### src/rtl/bpr_pkg.sv
package bpr_pkg;
  typedef enum logic {
    RT_PASS  = 1'b0,
    RT_PLANE = 1'b1
  } route_mode_t;
endpackage

### src/rtl/bpr_sequencer.sv
module bpr_sequencer #(
  parameter int NREG  = 16,
  parameter int WIDTH = 16
) (
  input  logic                     clk,
  input  logic                     rst_n,
  input  logic                     load,
  input  logic                     mode_in,
  output logic [$clog2(NREG)-1:0]  src_idx,
  output logic [$clog2(NREG)-1:0]  dst_idx,
  output logic                     in_shift,
  output logic                     busy,
  output logic                     done
);
  import bpr_pkg::*;
  localparam int SRC_W = $clog2(NREG);
  localparam int BIT_W = $clog2(WIDTH);
  localparam int CNT_W = SRC_W + BIT_W;
  localparam logic [CNT_W-1:0] LAST = {CNT_W{1'b1}};
  localparam logic [SRC_W-1:0] SRC_LAST = {SRC_W{1'b1}};

  logic [CNT_W-1:0] cnt_q, cnt_n;
  logic busy_q, busy_n, done_q, done_n;
  route_mode_t mode_q, mode_n;

  always_comb begin
    cnt_n  = cnt_q;
    busy_n = busy_q;
    done_n = done_q;
    mode_n = mode_q;
    if (load) begin
      cnt_n  = '0;
      busy_n = 1'b1;
      done_n = 1'b0;
      mode_n = route_mode_t'(mode_in);
    end else if (busy_q) begin
      cnt_n = cnt_q + 1'b1;
      if (cnt_q == LAST) begin
        busy_n = 1'b0;
        done_n = 1'b1;
      end
    end
  end

  always_ff @(posedge clk or negedge rst_n) begin
    if (!rst_n) begin
      cnt_q  <= '0;
      busy_q <= 1'b0;
      done_q <= 1'b0;
      mode_q <= RT_PASS;
    end else begin
      cnt_q  <= cnt_n;
      busy_q <= busy_n;
      done_q <= done_n;
      mode_q <= mode_n;
    end
  end

  logic [SRC_W-1:0] plane_idx;
  assign src_idx   = cnt_q[SRC_W-1:0];
  assign plane_idx = SRC_W'(cnt_q[CNT_W-1:SRC_W]);
  assign dst_idx   = (mode_q == RT_PLANE) ? plane_idx : src_idx;
  assign in_shift  = busy_q && !load && (src_idx == SRC_LAST);
  assign busy      = busy_q;
  assign done      = done_q;

  // the last routing cycle leads straight into done
  a_r5_done_after_last: assert property (@(posedge clk) disable iff (!rst_n)
    (busy_q && !load && cnt_q == LAST) |=> (done_q && !busy_q));
  // done and busy never both high
  a_r5_done_excl: assert property (@(posedge clk) disable iff (!rst_n)
    done_q |-> !busy_q);
  // routing pattern frozen during a run
  a_r8_mode_frozen: assert property (@(posedge clk) disable iff (!rst_n)
    (busy_q && !load) |=> $stable(mode_q));
  // done holds while idle
  a_r10_done_holds: assert property (@(posedge clk) disable iff (!rst_n)
    (done_q && !load) |=> done_q);
endmodule

### src/rtl/bpr_source.sv
module bpr_source #(
  parameter int NREG  = 16,
  parameter int WIDTH = 16
) (
  input  logic                               clk,
  input  logic                               rst_n,
  input  logic                               load,
  input  logic [NREG-1:0][WIDTH-1:0]         load_data,
  input  logic                               shift_en,
  input  logic [$clog2(NREG)-1:0]            src_idx,
  output logic                               bus_bit
);
  localparam int SRC_W  = $clog2(NREG);
  localparam int GROUPS = 2;
  localparam int GRP    = NREG / GROUPS;
  localparam int ADR_W  = SRC_W - 1;

  logic [NREG-1:0][WIDTH-1:0] in_q, in_n;

  always_comb begin
    in_n = in_q;
    if (load) begin
      in_n = load_data;
    end else if (shift_en) begin
      for (int k = 0; k < NREG; k++) in_n[k] = {in_q[k][WIDTH-2:0], 1'b0};
    end
  end

  always_ff @(posedge clk or negedge rst_n) begin
    if (!rst_n) in_q <= '0;
    else        in_q <= in_n;
  end

  logic [NREG-1:0]   msb;
  logic [GROUPS-1:0] grp_en;
  logic [GROUPS-1:0] grp_out;
  logic [ADR_W-1:0]  sel_adr;

  assign sel_adr = src_idx[ADR_W-1:0];

  for (genvar k = 0; k < NREG; k++) begin : g_msb
    assign msb[k] = in_q[k][WIDTH-1];
  end

  for (genvar g = 0; g < GROUPS; g++) begin : g_sel
    logic [GRP-1:0] leg;
    assign leg        = msb[g*GRP +: GRP];
    assign grp_en[g]  = (src_idx[SRC_W-1] == 1'(g));
    assign grp_out[g] = grp_en[g] & leg[sel_adr];
  end

  assign bus_bit = |grp_out;

  // one selector on the bus
  a_r7_single_driver: assert property (@(posedge clk) disable iff (!rst_n)
    $onehot(grp_en));
  // input registers move only at the end of a plane
  a_r3_inputs_hold: assert property (@(posedge clk) disable iff (!rst_n)
    (!load && !shift_en) |=> $stable(in_q));
endmodule

### src/rtl/bpr_distributor.sv
module bpr_distributor #(
  parameter int NREG = 16
) (
  input  logic                    strobe,
  input  logic [$clog2(NREG)-1:0] addr,
  output logic [NREG-1:0]         line_en
);
  for (genvar i = 0; i < NREG; i++) begin : g_dec
    assign line_en[i] = strobe && (addr == ($clog2(NREG))'(i));
  end
endmodule

### src/rtl/bpr_sink.sv
module bpr_sink #(
  parameter int NREG  = 16,
  parameter int WIDTH = 16
) (
  input  logic                       clk,
  input  logic                       rst_n,
  input  logic                       clear,
  input  logic [NREG-1:0]            line_en,
  input  logic                       bus_bit,
  output logic [NREG-1:0][WIDTH-1:0] out_q
);
  logic [NREG-1:0][WIDTH-1:0] out_n;

  always_comb begin
    out_n = out_q;
    if (clear) begin
      out_n = '0;
    end else begin
      for (int i = 0; i < NREG; i++)
        if (line_en[i]) out_n[i] = {out_q[i][WIDTH-2:0], bus_bit};
    end
  end

  always_ff @(posedge clk or negedge rst_n) begin
    if (!rst_n) out_q <= '0;
    else        out_q <= out_n;
  end

  // at most one output register shifts per cycle
  a_r6_one_line: assert property (@(posedge clk) disable iff (!rst_n)
    $onehot0(line_en));
  for (genvar i = 0; i < NREG; i++) begin : g_hold
    // unaddressed registers keep their contents
    a_r6_unaddressed_hold: assert property (@(posedge clk) disable iff (!rst_n)
      (!clear && !line_en[i]) |=> $stable(out_q[i]));
  end
endmodule

### src/rtl/bitplane_router.sv
module bitplane_router #(
  parameter int NREG  = 16,
  parameter int WIDTH = 16
) (
  input  logic                  clk,
  input  logic                  rst_n,
  input  logic                  load,
  input  logic                  mode,
  input  logic [NREG*WIDTH-1:0] load_data,
  output logic [NREG*WIDTH-1:0] out_data,
  output logic                  busy,
  output logic                  done
);
  localparam int SRC_W = $clog2(NREG);

  logic [SRC_W-1:0] src_idx, dst_idx;
  logic             in_shift, bus_bit, strobe;
  logic [NREG-1:0]  line_en;
  logic [NREG-1:0][WIDTH-1:0] in_words, out_words;

  assign in_words = load_data;
  assign out_data = out_words;
  assign strobe   = busy && !load;

  bpr_sequencer #(.NREG(NREG), .WIDTH(WIDTH)) u_seq (
    .clk(clk), .rst_n(rst_n), .load(load), .mode_in(mode),
    .src_idx(src_idx), .dst_idx(dst_idx), .in_shift(in_shift),
    .busy(busy), .done(done));

  bpr_source #(.NREG(NREG), .WIDTH(WIDTH)) u_src (
    .clk(clk), .rst_n(rst_n), .load(load), .load_data(in_words),
    .shift_en(in_shift), .src_idx(src_idx), .bus_bit(bus_bit));

  bpr_distributor #(.NREG(NREG)) u_dist (
    .strobe(strobe), .addr(dst_idx), .line_en(line_en));

  bpr_sink #(.NREG(NREG), .WIDTH(WIDTH)) u_sink (
    .clk(clk), .rst_n(rst_n), .clear(load), .line_en(line_en),
    .bus_bit(bus_bit), .out_q(out_words));

  // a load starts a fresh run
  a_r2_load_starts: assert property (@(posedge clk) disable iff (!rst_n)
    load |=> (busy && !done));
endmodule

### config.mk
export PLATFORM = sky130hd
export DESIGN_NAME = bitplane_router
export DESIGN_NICKNAME = d
export VERILOG_FILES = /design/src/rtl/bpr_pkg.sv /design/src/rtl/bpr_sequencer.sv /design/src/rtl/bpr_source.sv /design/src/rtl/bpr_distributor.sv /design/src/rtl/bpr_sink.sv /design/src/rtl/bitplane_router.sv
export SDC_FILE = /design/constraint.sdc
export NUM_CORES = 1
export LEC_CHECK = 0
export ABC_CLOCK_PERIOD_IN_PS = 2400
export BUFFER_PORTS_ARGS = -buffer_cell sky130_fd_sc_hd__buf_4
export CORE_AREA = 3 3 253 255
export DETAILED_ROUTE_END_ITERATION = 6
export DIE_AREA = 0 0 256 258
export GPL_ROUTABILITY_DRIVEN = 0
export GPL_TIMING_DRIVEN = 0
export HOLD_SLACK_MARGIN = 0.15
export PLACE_DENSITY = 0.56
export SLEW_MARGIN = 15
export SYNTH_ARGS = -nofsm -noshare
export SYNTH_HDL_FRONTEND = slang
export SYNTH_SLANG_ARGS = --single-unit
### constraint.sdc
create_clock -name clk -period 2.4 [get_ports clk]
set_clock_uncertainty 0.05 [all_clocks]
set_input_delay 0.48 -clock clk [delete_from_list [all_inputs] [get_ports clk]]
set_output_delay 0.48 -clock clk [all_outputs]
set_load 0.01 [all_outputs]
# Word level (Yosys, flattened, before mapping)
# Index checks and enable logic that the tools add are counted.
# Widths: inputs -> output; s select.
word_totals:
  ff_bits: 523
  in_bits: 260
  elab_cells: 131
classes:
  n_addsub: 1
  magnitude_cmp: 1
  n_eq_ne: 17
  mux: 32
  bitwise_logic: 3
  reduce_logical: 41
op_table:
  columns: ["op", "count"]
  rows:
  - ["$mux 256", 3]
  - ["$mux 16", 16]
  - ["$reduce_bool 2->1", 19]
  - ["$eq 4x4->1 const B", 9]
  - ["$logic_and 1x1->1", 18]
  - ["$eq 4x3->1 const B", 4]
  - ["$mux 8", 2]
  - ["$add 8x1->8 const B", 1]
  - ["$eq 4x2->1 const B", 2]
  - ["$eq 8x8->1 const B", 1]
  - ["$mux 1", 8]
  - ["$bmux 1 s3", 2]
  - ["$eq 4x1->1 const B", 1]
  - ["$logic_not 4->1", 1]
  - ["$lt 3x4->1 const B", 1]
  - ["$mux 4", 1]
  - ["$and 1x1->1", 2]
  - ["$reduce_and 2->1", 1]
  - ["$reduce_or 2->1", 1]
  - ["$logic_not 1->1", 1]
  - ["$not 1->1", 1]

# Logic depth before layout (Yosys ltp)
depth:
  ltp_word: 6
  mapped_depth: 8
  ltp_nobuf: 5

# By module
# A second synthesis with hierarchy kept.
hier_totals:
  hier_cells: 2025
  area_unflattened_um2: 23353.6
by_module_without_submodules:
  columns: ["module", "instances", "cells_per_inst", "area_each_um2", "seq_area_each_um2"]
  rows:
  - ["bpr_source", 1, 1117, 11830.1, 6406.1]
  - ["bpr_sink", 1, 829, 10809.1, 6406.1]
  - ["bpr_sequencer", 1, 55, 583.1, 275.3]
  - ["bpr_distributor", 1, 23, 117.6, 0.0]
  - ["bitplane_router", 1, 1, 13.8, 0.0]

# Least setup slack after synthesis
# Ideal clock, no wire load.
synth_path:
  path_kind: "input to register"
  startpoint: "input port load"
  endpoint: "register u_sink.out_q[49] (netlist bit)"
  setup_time_ps: 132
  arrival_ps: 1805
  t_required_ps: 2218
  path_slack_ps: 413
  stages: 6
  path_cell_list: "nand2b_2 -> buf_4 -> a2111oi_2 -> buf_4 -> mux2i_1 -> nor2_1"
synth_between:
  elab_chain_cells: 4
  word_cells_on_any_way: 5
synth_rtl:
  columns: ["element", "line", "rtl"]
  rows:
  - ["start, declared", "bitplane_router.sv:7", "input logic load,"]
  - ["$logic_not 1->1", "bitplane_router.sv:23", "assign strobe = busy && !load;"]
  - ["$logic_and 1x1->1", "bitplane_router.sv:23", null]
  - ["$logic_and 1x1->1", "bpr_distributor.sv:9", "assign line_en[i] = strobe && (addr == ($clog2(NREG))'(i));"]
  - ["$reduce_bool 2->1 (no source line)", null, null]
  - ["end signal, assigned", "bpr_sink.sv:26", "else out_q <= out_n;"]
  - ["end, declared", "bpr_sink.sv:10", "output logic [NREG-1:0][WIDTH-1:0] out_q"]
# Parallel ways exist; a longest one is shown, timed or not.
# A chain may end at the register's enable or synchronous reset.

# Worst setup path after layout
layout_path:
  startpoint: "register u_seq.cnt_q[0]"
  endpoint: "register u_sink.out_q[240] (netlist bit)"
layout_between:
  elab_chain_cells: 6
  word_cells_on_any_way: 13
layout_rtl:
  columns: ["element", "line", "rtl"]
  rows:
  - ["start, declared", "bpr_sequencer.sv:22", "logic [CNT_W-1:0] cnt_q, cnt_n;"]
  - ["start signal, assigned", "bpr_sequencer.sv:52", "cnt_q <= cnt_n;"]
  - ["$bmux 1 s3", "bpr_source.sv:49", "assign grp_out[g] = grp_en[g] & leg[sel_adr];"]
  - ["$mux 1 (not written as such)", "bpr_source.sv:49", null]
  - ["$and 1x1->1", "bpr_source.sv:49", null]
  - ["$reduce_or 2->1", "bpr_source.sv:52", "assign bus_bit = |grp_out;"]
  - ["$mux 16", "bpr_sink.sv:20", "if (line_en[i]) out_n[i] = {out_q[i][WIDTH-2:0], bus_bit};"]
  - ["$mux 256", "bpr_sink.sv:16", "if (clear) begin"]
# Parallel ways exist; a longest one is shown, timed or not. The select of a mux whose other input is x is not followed.

==> qor.csv <==
metric,value,unit
syn_area_per_cell,10.3,um^2
p_int,15700,uW
die_w,256,um
peakVddDrop,535,uV
ant_nets,0,
synth_area_leaders,"dfrtp_1, mux2i_1, o21ai_0, nand2_1, nand2b_1",
clock_sinks,523,
io_buffers,517,
startpoint_type,flop,
critPathKind,reg2reg,
cpPeakStageDelay,0.56,ns
cp_max_fo,10,
synth_compound_area_share,13.0,%
yosys.area_share.adder,0.0534,%
first_iter_violations,1252,
grt_usage,22.2,%
cts-htree-levels,2,
comb_power_share,9.6,%
syn_to_final_growth,41.5,%
cts_buffer_depth,3,
power,20500,uW
fin_cells,4015,
yosysTopAreaCell,dfrtp_1,
stdcell_area,0.0331,mm^2
arrival,2.71,ns
syn_nets,2544,
crit_slowest_cell,mux4_2,
initial_utilization,37.9,%
dieHeight,258,um
drive_gt1_share,23.6,%
cp_cell_sequence,buf_4 -> mux4_2 -> a22o_1 -> clkbuf_4 -> o21ai_0 -> a21oi_1,
placed_cells,3642,
io_pins,518,
syn_area,0.0234,mm^2
p_sw,4850,uW
maxCapViolCount,0,
totalWireLength,74.4,mm
maxSlewHeadroom,53.8,%
layout_commonest_cell,buf_4,
grt_max_degree,103,
status,"finished, final reports clean",
rows,91,
dpl.hpwl,52.9,mm
slew_viol_final,0,
post_cts_buffers,0,
hold_viol,0,
fin_nets,3385,
yosys_warnings,0,
p_seq_share,46.0,%
synth.top_cell.area_share,55.9,%
core,0.0618,mm^2
synthMuxAreaShare,11.9,%
mostFrequentLayoutCells,"buf_4, dfrtp_1, nand2_1",
power_leakage,0.0145,uW
worst_ep_required_time,2.83,ns
cts.reportedPaths.clkPinSlew,0.06,ns
syn_inst,2283,
cts_tree,built,
vias,19693,
overflow,0,
period_share,94.9,%
grt_pass1_wl,117,mm
antenna_found_initial,9,
rsz0062_at_grt,no,
worst_pin_slew,0.679,ns
cts-root-buf,clkbuf_16,
drt-wirelength-per-cell,18.5,um
placedInstanceArea,0.0285,mm^2
drtPass1Iterations,6,
synth_top_family_by_area,simple AND/OR/NAND/NOR gates,
avgViaCountPerCell,4.90,
synth-simple-area-share,15.4,%
fmax,439,MHz
die_area,0.0660,mm^2
yosysSeqAreaShare,55.9,%
power.density,620,mW/mm^2
hold_class,in2reg,
cts_buffers,58,
p_sw_share,23.6,%
synth_xor_area_share,0.262,%
setup-violations-final,0,
cp-end-kind,flop,
drc,0,
grt_pass1_vias,20387,
fin_setup_tns,0,ns
ys_types,39,
ys_ff_latch,523,
p_clk_share,44.3,%
finalCriticalPeriod,2.28,ns
clock_latency,0.61,ns
holdWs,0.441,ns
## worst max-delay path: cells and delay by family, from the launching register on
kind / cells / cell delay, ns
flops: 1 / 0.35
compound gates: 3 / 0.68
buf+inv: 2 / 0.51
mux: 1 / 0.56
## state kept, by name (all words and copies together) (netlist names)
signal and count:
u_sink.out_q 256, u_src.in_q 240, u_src.g_sel.leg 16, u_seq.cnt_q 8, u_seq.busy 1, u_seq.done 1, u_seq.mode_q 1
## what timing repair did
item                                    in CTS  in global routing
endpoints found under the setup margin     216                150
endpoints found under the hold margin      322                  0
cloned                                       0                  0
gates resized for setup                     15                 12
hold buffers                               259                  0
## routing by layer
layer	global-route usage, %	vias up	part of all wire (%)
li1	-	9374	-
met1	28.0	9593	42
met2	37.7	568	49
met3	4.44	158	5.6
met4	8.71	0	3.9
met5	0	-	0
## power groups by stage
| stage | sequential (uW) | clock, uW | combinational, uW |
|---|---|---|---|
| global route | 9500 | 9690 | 2200 |
| CTS | 9460 | 9350 | 1990 |
| detailed placement | 9610 | 0 | 1620 |
| finish | 9460 | 9100 | 1980 |
| global placement | 9600 | 0 | 1560 |
| floorplan | 9530 | 0 | 780 |
## cell type report
class / count / area [um^2]
clock inverter: 17 / 189
tap: 837 / 1050
antenna: 9 / 22.5
clock buffer: 88 / 1770
sequential: 523 / 13100
fill: 5512 / 28700
inverter: 1 / 3.75
timing repair buffer: 781 / 6640
buffer: 172 / 877
multi-input combinational: 1587 / 9510
## metrics by stage
step                setup WS [ns]  util [%]
finish                      0.122      53.6
global route              0.00644      53.6
CTS                        0.0532      53.5
detailed placement          -1.19      46.1
global placement            -4.83      45.9
floorplan                   0.413         -
## Yosys cell counts (all sizes together)
library cell / instances
nand2b: 237
ha: 1
clkbuf: 95
mux2i: 263
nor2b: 2
o21ai: 492
buf: 77
a2111oi: 16
a22o: 2
mux2: 3
xnor2: 2
nor2: 29
nand3: 5
nand4: 2
dfrtp: 523
and3: 2
inv: 1
nand3b: 3
mux4: 4
a21o: 1
or3: 1
and4: 1
and2: 2
nand2: 494
or3b: 3
a21oi: 17
xor2: 5
## cell families after synthesis
kind of cell / Yosys count
AND/OR/NAND/NOR: 781
AO/OA/AOI/OAI: 528
flip-flops: 523
multiplexers: 270
buffers and inverters: 173
XOR/XNOR: 7
adder cells (fa/ha/maj): 1
## worst paths after layout
kind / from / end / slack [ns] / cells past startpoint
max reg2reg: u_seq.cnt_q[0]$_DFFE_PN0P_ / u_sink.out_q[240]$_DFFE_PN0P_ / 0.12 / 6
min reg2reg: u_sink.out_q[219]$_DFFE_PN0P_ / u_sink.out_q[220]$_DFFE_PN0P_ / 0.45 / 2
max in group asynchronous: rst_n / u_src.in_q[172]$_DFFE_PN0P_ / 0.37 / 5
min: load / u_src.in_q[6]$_DFFE_PN0P_ / 0.44 / 3
max: u_seq.cnt_q[0]$_DFFE_PN0P_ / u_sink.out_q[240]$_DFFE_PN0P_ / 0.12 / 6
min in group asynchronous: rst_n / u_sink.out_q[7]$_DFFE_PN0P_ / 0.48 / 3
Power figures use the tool's default switching activity.
